## config.mk

```make
export PLATFORM = sky130hd
export DESIGN_NAME = pulse_train_gen
export DESIGN_NICKNAME = d
export VERILOG_FILES = /design/src/rtl/ptg_pkg.sv /design/src/rtl/ptg_regs.sv /design/src/rtl/ptg_prescaler.sv /design/src/rtl/ptg_pulse.sv /design/src/rtl/pulse_train_gen.sv
export SDC_FILE = /design/constraint.sdc
export NUM_CORES = 1
export LEC_CHECK = 0
export ABC_AREA = 1
export BUFFER_PORTS_ARGS = -buffer_cell sky130_fd_sc_hd__buf_2
export CAP_MARGIN = 20
export CORE_MARGIN = 4
export CORE_UTILIZATION = 55
export DETAILED_ROUTE_END_ITERATION = 8
export HOLD_SLACK_MARGIN = 0.12
export PLACE_DENSITY_LB_ADDON = 0.2
export SLEW_MARGIN = 10
export SYNTH_ARGS = -nofsm -noshare
export SYNTH_HDL_FRONTEND = slang
export SYNTH_SLANG_ARGS = --single-unit
```

## constraint.sdc

```tcl
create_clock -name clk_i -period 2 [get_ports clk_i]
set_input_delay 0.3 -clock clk_i [delete_from_list [all_inputs] [get_ports clk_i]]
set_output_delay 0.3 -clock clk_i [all_outputs]
set_load 0.01 [all_outputs]
```

## src/rtl/ptg_pkg.sv

```systemverilog
package ptg_pkg;
  localparam int CTRL_W   = 4;
  localparam int BIT_RUN  = 0;
  localparam int BIT_IEN  = 1;
  localparam int BIT_PEND = 2;
  localparam int BIT_TEST = 3;

  typedef struct packed {
    logic test;
    logic pend;
    logic ien;
    logic run;
  } ctrl_t;
endpackage

```

## src/rtl/ptg_regs.sv

```systemverilog
module ptg_regs
  import ptg_pkg::*;
#(
  parameter int DATA_W    = 8,
  parameter int ADDR_W    = 3,
  parameter int PRE_BYTES = 2,
  parameter int CNT_BYTES = 2,
  localparam int PRE_W    = DATA_W * PRE_BYTES
) (
  input  logic                 clk_i,
  input  logic                 rst_ni,
  input  logic                 wr_en_i,
  input  logic [ADDR_W-1:0]    wr_addr_i,
  input  logic [DATA_W-1:0]    wr_data_i,
  input  logic                 uf_i,
  output logic [PRE_W-1:0]     period_o,
  output ctrl_t                ctrl_o,
  output logic                 start_o,
  output logic [CNT_BYTES-1:0] cnt_we_o,
  output logic                 lvl_we_o
);
  localparam int CTRL_A = PRE_BYTES + CNT_BYTES;
  localparam int LVL_A  = CTRL_A + 1;

  logic [DATA_W-1:0] pre_b [PRE_BYTES];
  ctrl_t ctrl_q;
  logic  ctrl_we;

  assign ctrl_we  = wr_en_i && (wr_addr_i == ADDR_W'(CTRL_A));
  assign lvl_we_o = wr_en_i && (wr_addr_i == ADDR_W'(LVL_A));

  // period bytes: kept across reset
  for (genvar i = 0; i < PRE_BYTES; i++) begin : g_pre
    always_ff @(posedge clk_i) begin
      if (wr_en_i && (wr_addr_i == ADDR_W'(i))) pre_b[i] <= wr_data_i;
    end
    assign period_o[i*DATA_W +: DATA_W] = pre_b[i];
  end

  for (genvar j = 0; j < CNT_BYTES; j++) begin : g_cnt_we
    assign cnt_we_o[j] = wr_en_i && (wr_addr_i == ADDR_W'(PRE_BYTES + j));
  end

  assign start_o = ctrl_we && wr_data_i[BIT_RUN] && !ctrl_q.run;

  always_ff @(posedge clk_i or negedge rst_ni) begin
    if (!rst_ni) begin
      ctrl_q <= '0;
    end else begin
      if (uf_i)         ctrl_q.run <= 1'b0;
      else if (ctrl_we) ctrl_q.run <= wr_data_i[BIT_RUN];
      if (ctrl_we) begin
        ctrl_q.ien  <= wr_data_i[BIT_IEN];
        ctrl_q.test <= wr_data_i[BIT_TEST];
      end
      // underflow set outranks a software clear
      if (uf_i)                                ctrl_q.pend <= 1'b1;
      else if (ctrl_we && !wr_data_i[BIT_PEND]) ctrl_q.pend <= 1'b0;
    end
  end

  assign ctrl_o = ctrl_q;

  p_uf_stops_r4: assert property (@(posedge clk_i) disable iff (!rst_ni)
    uf_i |=> !ctrl_q.run);
  p_uf_pend_r11: assert property (@(posedge clk_i) disable iff (!rst_ni)
    uf_i |=> ctrl_q.pend);
  p_pend_hold_r9: assert property (@(posedge clk_i) disable iff (!rst_ni)
    (ctrl_q.pend && !uf_i && !(ctrl_we && !wr_data_i[BIT_PEND])) |=> ctrl_q.pend);
endmodule

```

## src/rtl/ptg_prescaler.sv

```systemverilog
module ptg_prescaler #(
  parameter int PRE_W = 16
) (
  input  logic             clk_i,
  input  logic             rst_ni,
  input  logic             run_i,
  input  logic             start_i,
  input  logic [PRE_W-1:0] period_i,
  output logic             tick_o
);
  logic [PRE_W-1:0] pre_q;

  always_ff @(posedge clk_i or negedge rst_ni) begin
    if (!rst_ni) begin
      pre_q <= '0;
    end else if (start_i) begin
      pre_q <= period_i;
    end else if (run_i) begin
      if (pre_q == '0) pre_q <= period_i;
      else             pre_q <= pre_q - 1'b1;
    end
  end

  assign tick_o = run_i && (pre_q == '0);

  p_start_reload_r7: assert property (@(posedge clk_i) disable iff (!rst_ni)
    start_i |=> (pre_q == $past(period_i)));
  p_stopped_hold_r6: assert property (@(posedge clk_i) disable iff (!rst_ni)
    (!run_i && !start_i) |=> $stable(pre_q));
endmodule

```

## src/rtl/ptg_pulse.sv

```systemverilog
module ptg_pulse #(
  parameter int DATA_W    = 8,
  parameter int CNT_BYTES = 2,
  localparam int CNT_W    = DATA_W * CNT_BYTES
) (
  input  logic                 clk_i,
  input  logic                 rst_ni,
  input  logic                 run_i,
  input  logic                 start_i,
  input  logic                 tick_i,
  input  logic [CNT_BYTES-1:0] cnt_we_i,
  input  logic                 lvl_we_i,
  input  logic [DATA_W-1:0]    wr_data_i,
  output logic                 out_o,
  output logic [CNT_W-1:0]     cnt_o,
  output logic                 uf_o
);
  logic             div_q;
  logic             out_q;
  logic             done;
  logic [CNT_W-1:0] cnt_q;
  logic [CNT_W-1:0] cnt_d;

  assign done = tick_i && div_q;
  assign uf_o = done && (cnt_q == '0);

  always_ff @(posedge clk_i or negedge rst_ni) begin
    if (!rst_ni)      div_q <= 1'b0;
    else if (start_i) div_q <= 1'b0;
    else if (tick_i)  div_q <= ~div_q;
  end

  always_ff @(posedge clk_i or negedge rst_ni) begin
    if (!rst_ni)       out_q <= 1'b0;
    else if (lvl_we_i) out_q <= wr_data_i[0];
    else if (tick_i)   out_q <= ~out_q;
  end

  // count register: software byte writes win over the decrement
  always_comb begin
    cnt_d = cnt_q;
    if (done) cnt_d = cnt_q - 1'b1;
    for (int b = 0; b < CNT_BYTES; b++) begin
      if (cnt_we_i[b]) cnt_d[b*DATA_W +: DATA_W] = wr_data_i;
    end
  end

  always_ff @(posedge clk_i) cnt_q <= cnt_d;

  assign out_o = out_q;
  assign cnt_o = cnt_q;

  p_freeze_cnt_r6: assert property (@(posedge clk_i) disable iff (!rst_ni)
    (!run_i && cnt_we_i == '0) |=> $stable(cnt_q));
  p_freeze_out_r8: assert property (@(posedge clk_i) disable iff (!rst_ni)
    (!run_i && !lvl_we_i) |=> $stable(out_q));
  p_cnt_step_r3: assert property (@(posedge clk_i) disable iff (!rst_ni)
    (done && cnt_we_i == '0) |=> (cnt_q == $past(cnt_q) - 1'b1));
  p_flip_on_tick_r2: assert property (@(posedge clk_i) disable iff (!rst_ni)
    (tick_i && !lvl_we_i) |=> (out_q != $past(out_q)));
endmodule

```

## src/rtl/pulse_train_gen.sv

```systemverilog
module pulse_train_gen
  import ptg_pkg::*;
#(
  parameter int DATA_W    = 8,
  parameter int ADDR_W    = 3,
  parameter int PRE_BYTES = 2,
  parameter int CNT_BYTES = 2,
  localparam int PRE_W    = DATA_W * PRE_BYTES,
  localparam int CNT_W    = DATA_W * CNT_BYTES
) (
  input  logic              clk_i,
  input  logic              rst_ni,
  input  logic              wr_en_i,
  input  logic [ADDR_W-1:0] wr_addr_i,
  input  logic [DATA_W-1:0] wr_data_i,
  output logic              pulse_o,
  output logic              irq_o,
  output logic [CTRL_W-1:0] ctrl_o,
  output logic [CNT_W-1:0]  cnt_o
);
  logic [PRE_W-1:0]     period;
  ctrl_t                ctrl;
  logic                 start;
  logic                 tick;
  logic                 uf;
  logic                 lvl_we;
  logic [CNT_BYTES-1:0] cnt_we;

  ptg_regs #(
    .DATA_W(DATA_W), .ADDR_W(ADDR_W), .PRE_BYTES(PRE_BYTES), .CNT_BYTES(CNT_BYTES)
  ) i_regs (
    .clk_i, .rst_ni, .wr_en_i, .wr_addr_i, .wr_data_i,
    .uf_i(uf), .period_o(period), .ctrl_o(ctrl), .start_o(start),
    .cnt_we_o(cnt_we), .lvl_we_o(lvl_we)
  );

  ptg_prescaler #(.PRE_W(PRE_W)) i_pre (
    .clk_i, .rst_ni, .run_i(ctrl.run), .start_i(start),
    .period_i(period), .tick_o(tick)
  );

  ptg_pulse #(.DATA_W(DATA_W), .CNT_BYTES(CNT_BYTES)) i_pulse (
    .clk_i, .rst_ni, .run_i(ctrl.run), .start_i(start), .tick_i(tick),
    .cnt_we_i(cnt_we), .lvl_we_i(lvl_we), .wr_data_i,
    .out_o(pulse_o), .cnt_o, .uf_o(uf)
  );

  assign irq_o  = ctrl.pend && ctrl.ien;
  assign ctrl_o = ctrl;

  p_irq_src_r5: assert property (@(posedge clk_i) disable iff (!rst_ni)
    $rose(irq_o) |-> (ctrl.ien && ctrl.pend));
endmodule

```

==> flow_metrics.env, run 1 <==
export IMPL_status="complete, no violations"
export IMPL_peakVddDrop_uv=463
export IMPL_port_buffers=35
export IMPL_avgRoutedWirePerCell_um=13.8
export IMPL_diodes=0
export IMPL_power_density_mw_per_mm2=980
export IMPL_drv_cap=0
export IMPL_htreeDepth=2
export IMPL_worst_pin_slew_ns=0.541
export IMPL_setup_violations=0
export IMPL_finalHoldViolations=0
export IMPL_start_util_pct=56.9
export IMPL_gp_congestion=0.896
export IMPL_grt_ovfl_total=0
export IMPL_cp_arrival_ns=1.86
export IMPL_first_pass_iters=6
export IMPL_maxSlewHeadroom_pct=63.9
export IMPL_ys_seq_elements=54
export IMPL_fin_crit_ns=1.86
export IMPL_drt_iter0_drc=178
export IMPL_clkLatencyLatePin_ns=0.32
export IMPL_dieWidth_um=83.5
export IMPL_cp_required_ns=2.00
export IMPL_dp_hpwl_um=5380
export IMPL_multiInputGateArea_mm2=0.00135
export IMPL_critPathMaxFanout=8
export IMPL_dp_slack_ns=0.108
export IMPL_antenna_found_initial=0
export IMPL_max_freq_mhz=536
export IMPL_antenna_left=0
export IMPL_dieArea_mm2=0.00697
export IMPL_gr_usage_met2_pct=37.2
export IMPL_grt_met1_usage_pct=27.8
export IMPL_cts_tree="done"
export IMPL_area_growth_pct=12.2
export IMPL_period_share_pct=93.2
export IMPL_fp_row_count=27
export IMPL_area_sequential_mm2=0.00151
export IMPL_drc=0
export IMPL_synth_cell_area_mm2=0.00313
export IMPL_track_usage_pct=21.9
export IMPL_skew_ns=0.0101
export IMPL_p_leak_nw=1.75
export IMPL_hold_class="input port to flip-flop"
export IMPL_die_y_um=83.5
export IMPL_synth_cell_types=30
export IMPL_grt_pass1_vias=2636
export IMPL_worst_slack_ns=0.135
export IMPL_crit_type="flip-flop to flip-flop"
export IMPL_finalMaxSlewViolations=0
export IMPL_synth_seq_area_share_pct=48.3
export IMPL_root_buffer="clkbuf_8"
export IMPL_viasPerCell=5.24
export IMPL_grt_max_degree=23
export IMPL_fp_coreArea_mm2=0.00551
export IMPL_drt_wl_total_um=7240
export IMPL_grt_busiest_layer="met2"
export IMPL_met3_usage_pct=3.36
export IMPL_layout_drive_gt1_share_pct=14.3
export IMPL_syn_num_nets=427
export IMPL_ys_warn_count=0
export IMPL_syn_inst=409
export IMPL_setup_tns_ns=0
export IMPL_vias=2756
export IMPL_io_pins=36
export IMPL_cts_buffers=5
export IMPL_clkSlewWorstSetupHoldPaths_ns=0.10
export IMPL_clockBufferDepth=2
export IMPL_nets=471
export IMPL_cts_sinks=54
export IMPL_fillers=488
export IMPL_cts_repair_timing_setup_buffer_count=0
export IMPL_start_kind="flip-flop"
export IMPL_synth_avg_cell_area_um2=7.66
export IMPL_grt_pass1_wl_um=12300
export IMPL_rsz0062_at_grt="yes"
export IMPL_critPathCaptureType="flip-flop"
-- per-stage QoR --
stage | utilization [%] | instance area [um^2] | instances | hold slack, ns | power, mW
finish | 63.8 | 3510 | 526 | 0.191 | 3.44
global route | 63.8 | 3510 | 526 | 0.184 | 3.72
CTS | 63.7 | 3510 | 526 | 0.200 | 3.43
detailed placement | 61.9 | 3410 | 517 | 0.301 | 2.82
global placement | 61.9 | 3410 | 517 | 0.314 | 2.78
floorplan | - | 3130 | 409 | 0.00441 | 2.50
-- report_power, final --
part           switching [mW]  internal [mW]  leakage (nW)
combinational           0.773          0.449          1.14
sequential              0.223           1.38         0.568
clock                   0.375          0.247        0.0422
-- path summary, 6_finish.rpt --
kind	cells after the start	slack, ns	startpoint	to
setup / recovery	8	0.14	i_pre.pre_q[1]$_DFFE_PN0P_	i_pulse.cnt_o[5]$_DFFE_PP_
hold / removal	1	0.19	wr_data_i[3]	i_regs.pre_b[0][11]$_DFFE_PP_
setup reg to reg	8	0.14	i_pre.pre_q[1]$_DFFE_PN0P_	i_pulse.cnt_o[5]$_DFFE_PP_
hold reg to reg	2	0.50	i_regs.ctrl_o[3]$_DFFE_PN0N_	i_regs.ctrl_o[3]$_DFFE_PN0N_
max in group asynchronous	2	1.14	rst_ni	i_pre.pre_q[14]$_DFFE_PN0P_
min in group asynchronous	2	0.49	rst_ni	i_pulse.div_q$_DFFE_PN0P_
-- cells in the final DEF, fill, tap and decap left out, types with 2 or more instances in the layout --
cell / count
nand2_1: 127
inv_1: 61
nand3_1: 47
nor2_1: 44
buf_2: 35
edfxtp_1: 32
dfrtp_1: 22
o21ai_0: 21
nor2_2: 8
buf_4: 8
xnor2_1: 5
nand4_1: 5
clkbuf_8: 5
xor2_1: 4
a21oi_1: 4
ha_1: 4
nor3_1: 3
a31oi_1: 2
nor2_4: 2
o21bai_1: 2
-- Yosys cell counts, drive strengths merged --
cell,instances,area share [%]
nand4,5,1.0
o21ai,22,3.5
or2,1,0.20
nor2,54,7.4
nand3,48,8.1
buf,5,1.3
nor3,3,0.48
clkbuf,2,0.24
xor2,4,1.1
and3,1,0.20
nand3b,1,0.24
dfrtp,22,18
nand2,129,16
edfxtp,32,31
ha,4,1.6
o21bai,2,0.48
xnor2,5,1.4
o21a,1,0.24
inv,62,7.4
a31oi,2,0.40
a21oi,4,0.64
-- final cells by class --
type                    instances  area share, %
clock buffers                   5           1.96
clock inverters                 3          0.570
inverters                      62           6.62
multi-input cells             286           38.3
flip-flops and latches         54           43.0
well taps                      72           2.56
repair buffers                 44           6.98
-- repair_timing --
item / CTS / global route
hold endpoints to repair: 22 / 0
hold buffers: 1 / 0
resized for setup: 0 / 2
setup endpoints to repair: 0 / 18
-- registers in the layout, indices dropped and copies added, names as in the netlist --
name           flops
i_pulse.out_o      1
i_pre.pre_q       16
i_regs.pre_b      16
i_pulse.cnt_o     16
i_pulse.div_q      1
i_regs.ctrl_o      4
-- cells by family after synthesis --
logic type	after synthesis	share of synthesized area, %
AO/OA/AOI/OAI	31	5.27
adder cells (fa/ha/maj)	4	1.60
AND/OR/NAND/NOR	242	33.4
XOR/XNOR	9	2.52
buffers and inverters	69	8.95
flip-flops	54	48.3
-- worst max-delay path, cell delays in order, from the launching register on --
cell and delay, ns:
dfrtp_1 0.40, inv_1 0.13, ha_1 0.18, nand2_1 0.07
nor2_2 0.17, nand3_4 0.09, nor2_2 0.10, nand2_1 0.11
nand2_1 0.30
-- routing by layer --
layer  part of all wire [%]  vias up
met4                    2.5        0
met1                     42     1267
li1                       -     1388
met3                    5.5       11
met5                      0        -
met2                     50       90
No activity file was read; power rests on OpenSTA's default activity.
==> inputs of run 2 (changes only) <==
Settings changed: CAP_MARGIN 20 to 15, CTS_BUF_LIST from default to sky130_fd_sc_hd__clkbuf_8 sky130_fd_sc_hd__clkbuf_16.
Clock period 2 ns to 1.8 ns, I/O delays scaled along.
==> run 2 against run 1 <==
Via count rose by 2.4%; die area did not move; clock-buffer cell count did not move; critical endpoint is now i_pulse.cnt_o[0]$_DFFE_PP_; largest cell class unchanged; largest power group unchanged.
==> flow_metrics.env, run 2 (synthesized netlist as in run 1, its figures left out) <==
export IMPL_status="complete, no violations"
export IMPL_fp_coreArea_mm2=0.00551
export IMPL_cts_sinks=54
export IMPL_setup_violations=0
export IMPL_drc=0
export IMPL_hp_start="wr_data_i[3]"
export IMPL_layout_drive_gt1_share_pct=18.7
export IMPL_cpLargestDelayFamily="simple AND/OR/NAND/NOR gates"
export IMPL_drt_wl_total_um=7320
export IMPL_antenna_found_initial=0
export IMPL_dp_cells=532
export IMPL_finalHoldViolations=0
export IMPL_setup_tns_ns=0
export IMPL_placed_area_mm2=0.00352
export IMPL_path_depth=8
export IMPL_dieArea_mm2=0.00697
export IMPL_skew_ns=0.00579
export IMPL_critPathMaxFanout=8
export IMPL_first_pass_iters=4
export IMPL_vias=2821
export IMPL_cts_tree="done"
export IMPL_hold_class="input port to flip-flop"
export IMPL_reg2reg_slack_ns=0.13
export IMPL_diodes=0
export IMPL_clkLatencyLatePin_ns=0.31
export IMPL_track_usage_pct=21.7
export IMPL_crit_type="flip-flop to flip-flop"
export IMPL_period_share_pct=92.5
export IMPL_peakVddDrop_uv=510
export IMPL_dieWidth_um=83.5
export IMPL_met3_length_um=338
export IMPL_grt_pass1_vias=2693
export IMPL_cp_cell_sequence="inv_1, ha_1, nand2_1, nor2_2, nand3_4, nor2_2, nand2_2, nand2_4"
export IMPL_root_buffer="clkbuf_8"
export IMPL_r2r_cells=8
export IMPL_nets=488
export IMPL_critPathBufInv=1
export IMPL_fp_row_count=27
export IMPL_clockBufferDepth=2
export IMPL_crit_start="i_pre.pre_q[0]$_DFFE_PN0P_"
export IMPL_r2r_end="i_pulse.cnt_o[0]$_DFFE_PP_"
export IMPL_finalMaxSlewViolations=0
export IMPL_fin_area_mm2=0.00367
export IMPL_cts_buffers=5
export IMPL_start_kind="flip-flop"
export IMPL_timing_critical_path_slowest_stage_cell="dfrtp_1"
export IMPL_maxSlewHeadroom_pct=64.8
export IMPL_hold_path_depth=1
export IMPL_antenna_left=0
export IMPL_worst_pin_slew_ns=0.528
export IMPL_viasPerCell=5.20
export IMPL_clkSlewWorstSetupHoldPaths_ns=0.10
export IMPL_dp_slack_ns=-0.0357
export IMPL_critPathCaptureType="flip-flop"
export IMPL_stdcell_count=543
export IMPL_port_buffers=35
export IMPL_critPathMostFrequentCell="nor2_2"
export IMPL_drt_iter0_drc=106
export IMPL_mostFrequentLayoutCells="nand2_1 (124), inv_1 (59), nand3_1 (47), nor2_1 (43), buf_2 (35)"
export IMPL_start_util_pct=56.9
export IMPL_max_freq_mhz=600
export IMPL_io_pins=36
export IMPL_final_common_cell="nand2_1"
export IMPL_p_leak_nw=1.84
export IMPL_fin_crit_ns=1.67
export IMPL_max_stage_delay_ns=0.39
export IMPL_cp_required_ns=1.83
export IMPL_worst_slack_ns=0.134
export IMPL_dp_hpwl_um=5530
export IMPL_drt_met1_wl_um=3200
export IMPL_power_density_mw_per_mm2=1080
export IMPL_wl_met2_um=3540
export IMPL_grt_ovfl_total=0
export IMPL_cp_arrival_ns=1.69
export IMPL_total_power_mw=3.98
export IMPL_drv_cap=0
export IMPL_grt_pass1_wl_um=12300
export IMPL_area_growth_pct=17.2
export IMPL_timing_rr_start="i_pre.pre_q[0]$_DFFE_PN0P_"
export IMPL_avgRoutedWirePerCell_um=13.5
export IMPL_htreeDepth=2
export IMPL_die_y_um=83.5
export IMPL_top_layer="met4"
export IMPL_gp_congestion=0.930
export IMPL_grt_max_degree=23
export IMPL_min_to="i_regs.pre_b[0][11]$_DFFE_PP_"
run 2: final cells by class:
class	count	area, um^2
clock inverter	3	20.0
sequential	54	1510
timing repair buffer	61	373
clock buffer	5	68.8
fill	490	1840
multi-input combinational	286	1370
tap	72	90.1
inverter	62	233
run 2: routing by layer:
layer,vias up,global-route usage [%]
li1,1419,-
met1,1294,27.4
met2,88,36.9
met3,20,3.85
met4,0,8.92
met5,-,0
run 2: worst register-to-register path, delay by kind of cell, from the launching register on:
family | cells | cell delay [ns]
adder cells (fa/ha/maj) | 1 | 0.18
AND/OR/NAND/NOR | 6 | 0.74
flip-flops | 1 | 0.39
buffers and inverters | 1 | 0.08
run 2: worst max path at each step:
| stage | slack, ns | endpoint |
|---|---|---|
| detailed placement | -0.04 | i_pulse.cnt_o[2]$_DFFE_PP_ |
| global placement | 0.03 | i_pulse.cnt_o[2]$_DFFE_PP_ |
| CTS | 0.05 | i_pulse.cnt_o[2]$_DFFE_PP_ |
| floorplan | -0.02 | i_pulse.cnt_o[10]$_DFFE_PP_ |
| global route | -0.006 | i_pulse.cnt_o[14]$_DFFE_PP_ |
| finish | 0.13 | i_pulse.cnt_o[0]$_DFFE_PP_ |
run 2: report_power, final:
part | internal [mW] | switching (mW)
clock network | 0.275 | 0.406
logic | 0.633 | 0.967
registers | 1.53 | 0.170
total | 2.44 | 1.54
run 2: metrics by stage:
| stage | hold slack [ns] | utilization [%] |
|---|---|---|
| after global routing | 0.170 | 66.6 |
| after detailed placement | 0.283 | 64.0 |
| after CTS | 0.160 | 65.8 |
| after floorplan | -0.0256 | - |
| final | 0.165 | 66.6 |
| after global placement | 0.279 | 64.0 |
run 2: repair_timing:
action / CTS / global route
hold buffers: 1 / 0
endpoints found under the hold margin: 22 / 0
cloned: 0 / 0
endpoints found under the setup margin: 16 / 37
resized for setup: 2 / 9
buffers inserted: 0 / 2
pin swaps: 0 / 2
==> inputs of run 3 (changes only) <==
==> constraint.sdc (replaced) <==
create_clock -name clk_i -period 1.8 [get_ports clk_i]
set_input_delay 0 -clock clk_i [delete_from_list [all_inputs] [get_ports clk_i]]
set_output_delay 0 -clock clk_i [all_outputs]
set_load 0.01 [all_outputs]
==> run 3 against run 2 <==
Sequential share of layout area down 0.61 points; register-to-register slack about the same; clock-buffer cell count unchanged; first-iteration DRC count up 93%; worst hold slack worse by 0.023 ns; largest cell class unchanged; critical path type unchanged.
==> flow_metrics.env, run 3 (synthesized netlist as in run 1, its figures left out) <==
export IMPL_status="complete, no violations"
export IMPL_setup_tns_ns=0
export IMPL_multiInputGateArea_mm2=0.00136
export IMPL_cts_sinks=54
export IMPL_start_util_pct=56.9
export IMPL_crit_type="flip-flop to flip-flop"
export IMPL_layout_drive_gt1_share_pct=17.8
export IMPL_fin_area_mm2=0.00372
export IMPL_viasPerCell=5.08
export IMPL_vias=2787
export IMPL_dieArea_mm2=0.00697
export IMPL_clockBufferDepth=2
export IMPL_fillers=486
export IMPL_root_buffer="clkbuf_8"
export IMPL_drv_cap=0
export IMPL_cts_buffers=5
export IMPL_start_kind="flip-flop"
export IMPL_max_freq_mhz=596
export IMPL_critPathMaxFanout=4
export IMPL_drc=0
export IMPL_final_common_cell="nand2_1"
export IMPL_port_buffers=35
export IMPL_drt_wl_total_um=7500
export IMPL_grt_pass1_wl_um=12500
export IMPL_dp_cells=530
export IMPL_grt_pass1_vias=2674
export IMPL_fp_coreArea_mm2=0.00551
export IMPL_critPathCaptureType="flip-flop"
export IMPL_p_leak_nw=1.86
export IMPL_stdcell_count=549
export IMPL_postLayoutCoreUtil_pct=67.6
export IMPL_drt_iter0_drc=205
export IMPL_setup_violations=0
export IMPL_grt_max_degree=23
export IMPL_period_share_pct=93.2
export IMPL_mostFrequentLayoutCells="nand2_1 (125), inv_1 (60), nand3_1 (46), nor2_1 (44), buf_2 (35)"
export IMPL_cp_required_ns=1.86
export IMPL_grt_ovfl_total=0
export IMPL_antenna_found_initial=0
export IMPL_track_usage_pct=22.2
export IMPL_htreeDepth=2
export IMPL_clkLatencyLatePin_ns=0.31
export IMPL_dp_hpwl_um=5560
export IMPL_power_density_mw_per_mm2=1070
export IMPL_worst_slack_ns=0.122
export IMPL_cp_arrival_ns=1.74
export IMPL_clkSlewWorstSetupHoldPaths_ns=0.10
export IMPL_finalHoldViolations=0
export IMPL_avgRoutedWirePerCell_um=13.7
export IMPL_io_pins=36
export IMPL_peakVddDrop_uv=472
export IMPL_fin_crit_ns=1.68
export IMPL_worst_pin_slew_ns=0.546
export IMPL_nets=494
export IMPL_dieWidth_um=83.5
export IMPL_fp_row_count=27
export IMPL_hold_class="input port to flip-flop"
export IMPL_area_growth_pct=18.9
export IMPL_rsz0062_at_grt="yes"
export IMPL_diodes=0
export IMPL_first_pass_iters=4
export IMPL_skew_ns=0.0132
export IMPL_die_y_um=83.5
export IMPL_finalMaxSlewViolations=0
export IMPL_cts_tree="done"
export IMPL_gp_congestion=0.887
export IMPL_placed_area_mm2=0.00351
export IMPL_antenna_left=0
export IMPL_dp_slack_ns=-0.0221
export IMPL_area_sequential_mm2=0.00151
export IMPL_maxSlewHeadroom_pct=63.6
==> run 3: what timing repair did <==
| action | CTS | global route |
|---|---|---|
| resized for setup | 2 | 6 |
| hold endpoints to repair | 49 | 0 |
| gates cloned | 0 | 0 |
| hold buffers | 9 | 0 |
| setup buffers | 0 | 2 |
| endpoints found under the setup margin | 8 | 35 |
==> run 3: layout make-up <==
cell class / instances / share of cell area (%)
clock buffers: 5 / 1.85
clock inverters: 3 / 0.537
inverters: 62 / 6.25
multi-input cells: 286 / 36.6
flip-flops and latches: 54 / 40.6
well taps: 72 / 2.42
repair buffers: 67 / 11.8
==> run 3: metrics by stage <==
step,power [mW],hold slack (ns)
floorplan,2.77,-0.296
global placement,3.23,0.00603
detailed placement,3.28,0.0136
CTS,3.98,0.123
global route,4.29,0.173
finish,3.98,0.142
==> run 3: routing by layer <==
metal  up-vias  routed length (um)  track usage, %
met1      1290                3350            27.9
met3        10                 263            3.75
met4         0                 137            8.48
met2        60                3740            38.2
li1       1427                   -               -
met5         -                   0               0
==> run 3: power by group <==
part           internal, mW  switching [mW]
Sequential             1.53           0.173
Combinational         0.634           0.966
Clock                 0.275           0.406
==> run 3: final timing paths <==
check | from | cells after the start | slack, ns | to
max | i_pulse.cnt_o[3]$_DFFE_PP_ | 8 | 0.12 | i_pulse.cnt_o[13]$_DFFE_PP_
min | wr_addr_i[0] | 4 | 0.14 | i_regs.ctrl_o[1]$_DFFE_PN0N_
max reg2reg | i_pulse.cnt_o[3]$_DFFE_PP_ | 8 | 0.12 | i_pulse.cnt_o[13]$_DFFE_PP_
min reg2reg | i_regs.ctrl_o[3]$_DFFE_PN0N_ | 2 | 0.51 | i_regs.ctrl_o[3]$_DFFE_PN0N_
max in group asynchronous | rst_ni | 2 | 1.23 | i_pre.pre_q[13]$_DFFE_PN0P_
min in group asynchronous | rst_ni | 2 | 0.20 | i_pre.pre_q[7]$_DFFE_PN0P_
==> run 3: worst max-delay path: stages (launching register included) <==
cell and delay [ns]:
edfxtp_1 0.45, nor2_1 0.20, nand2_1 0.07, nor2_1 0.16
nand2_1 0.12, nor2_1 0.18, nand3_1 0.09, nand3_1 0.09
nand2_1 0.07
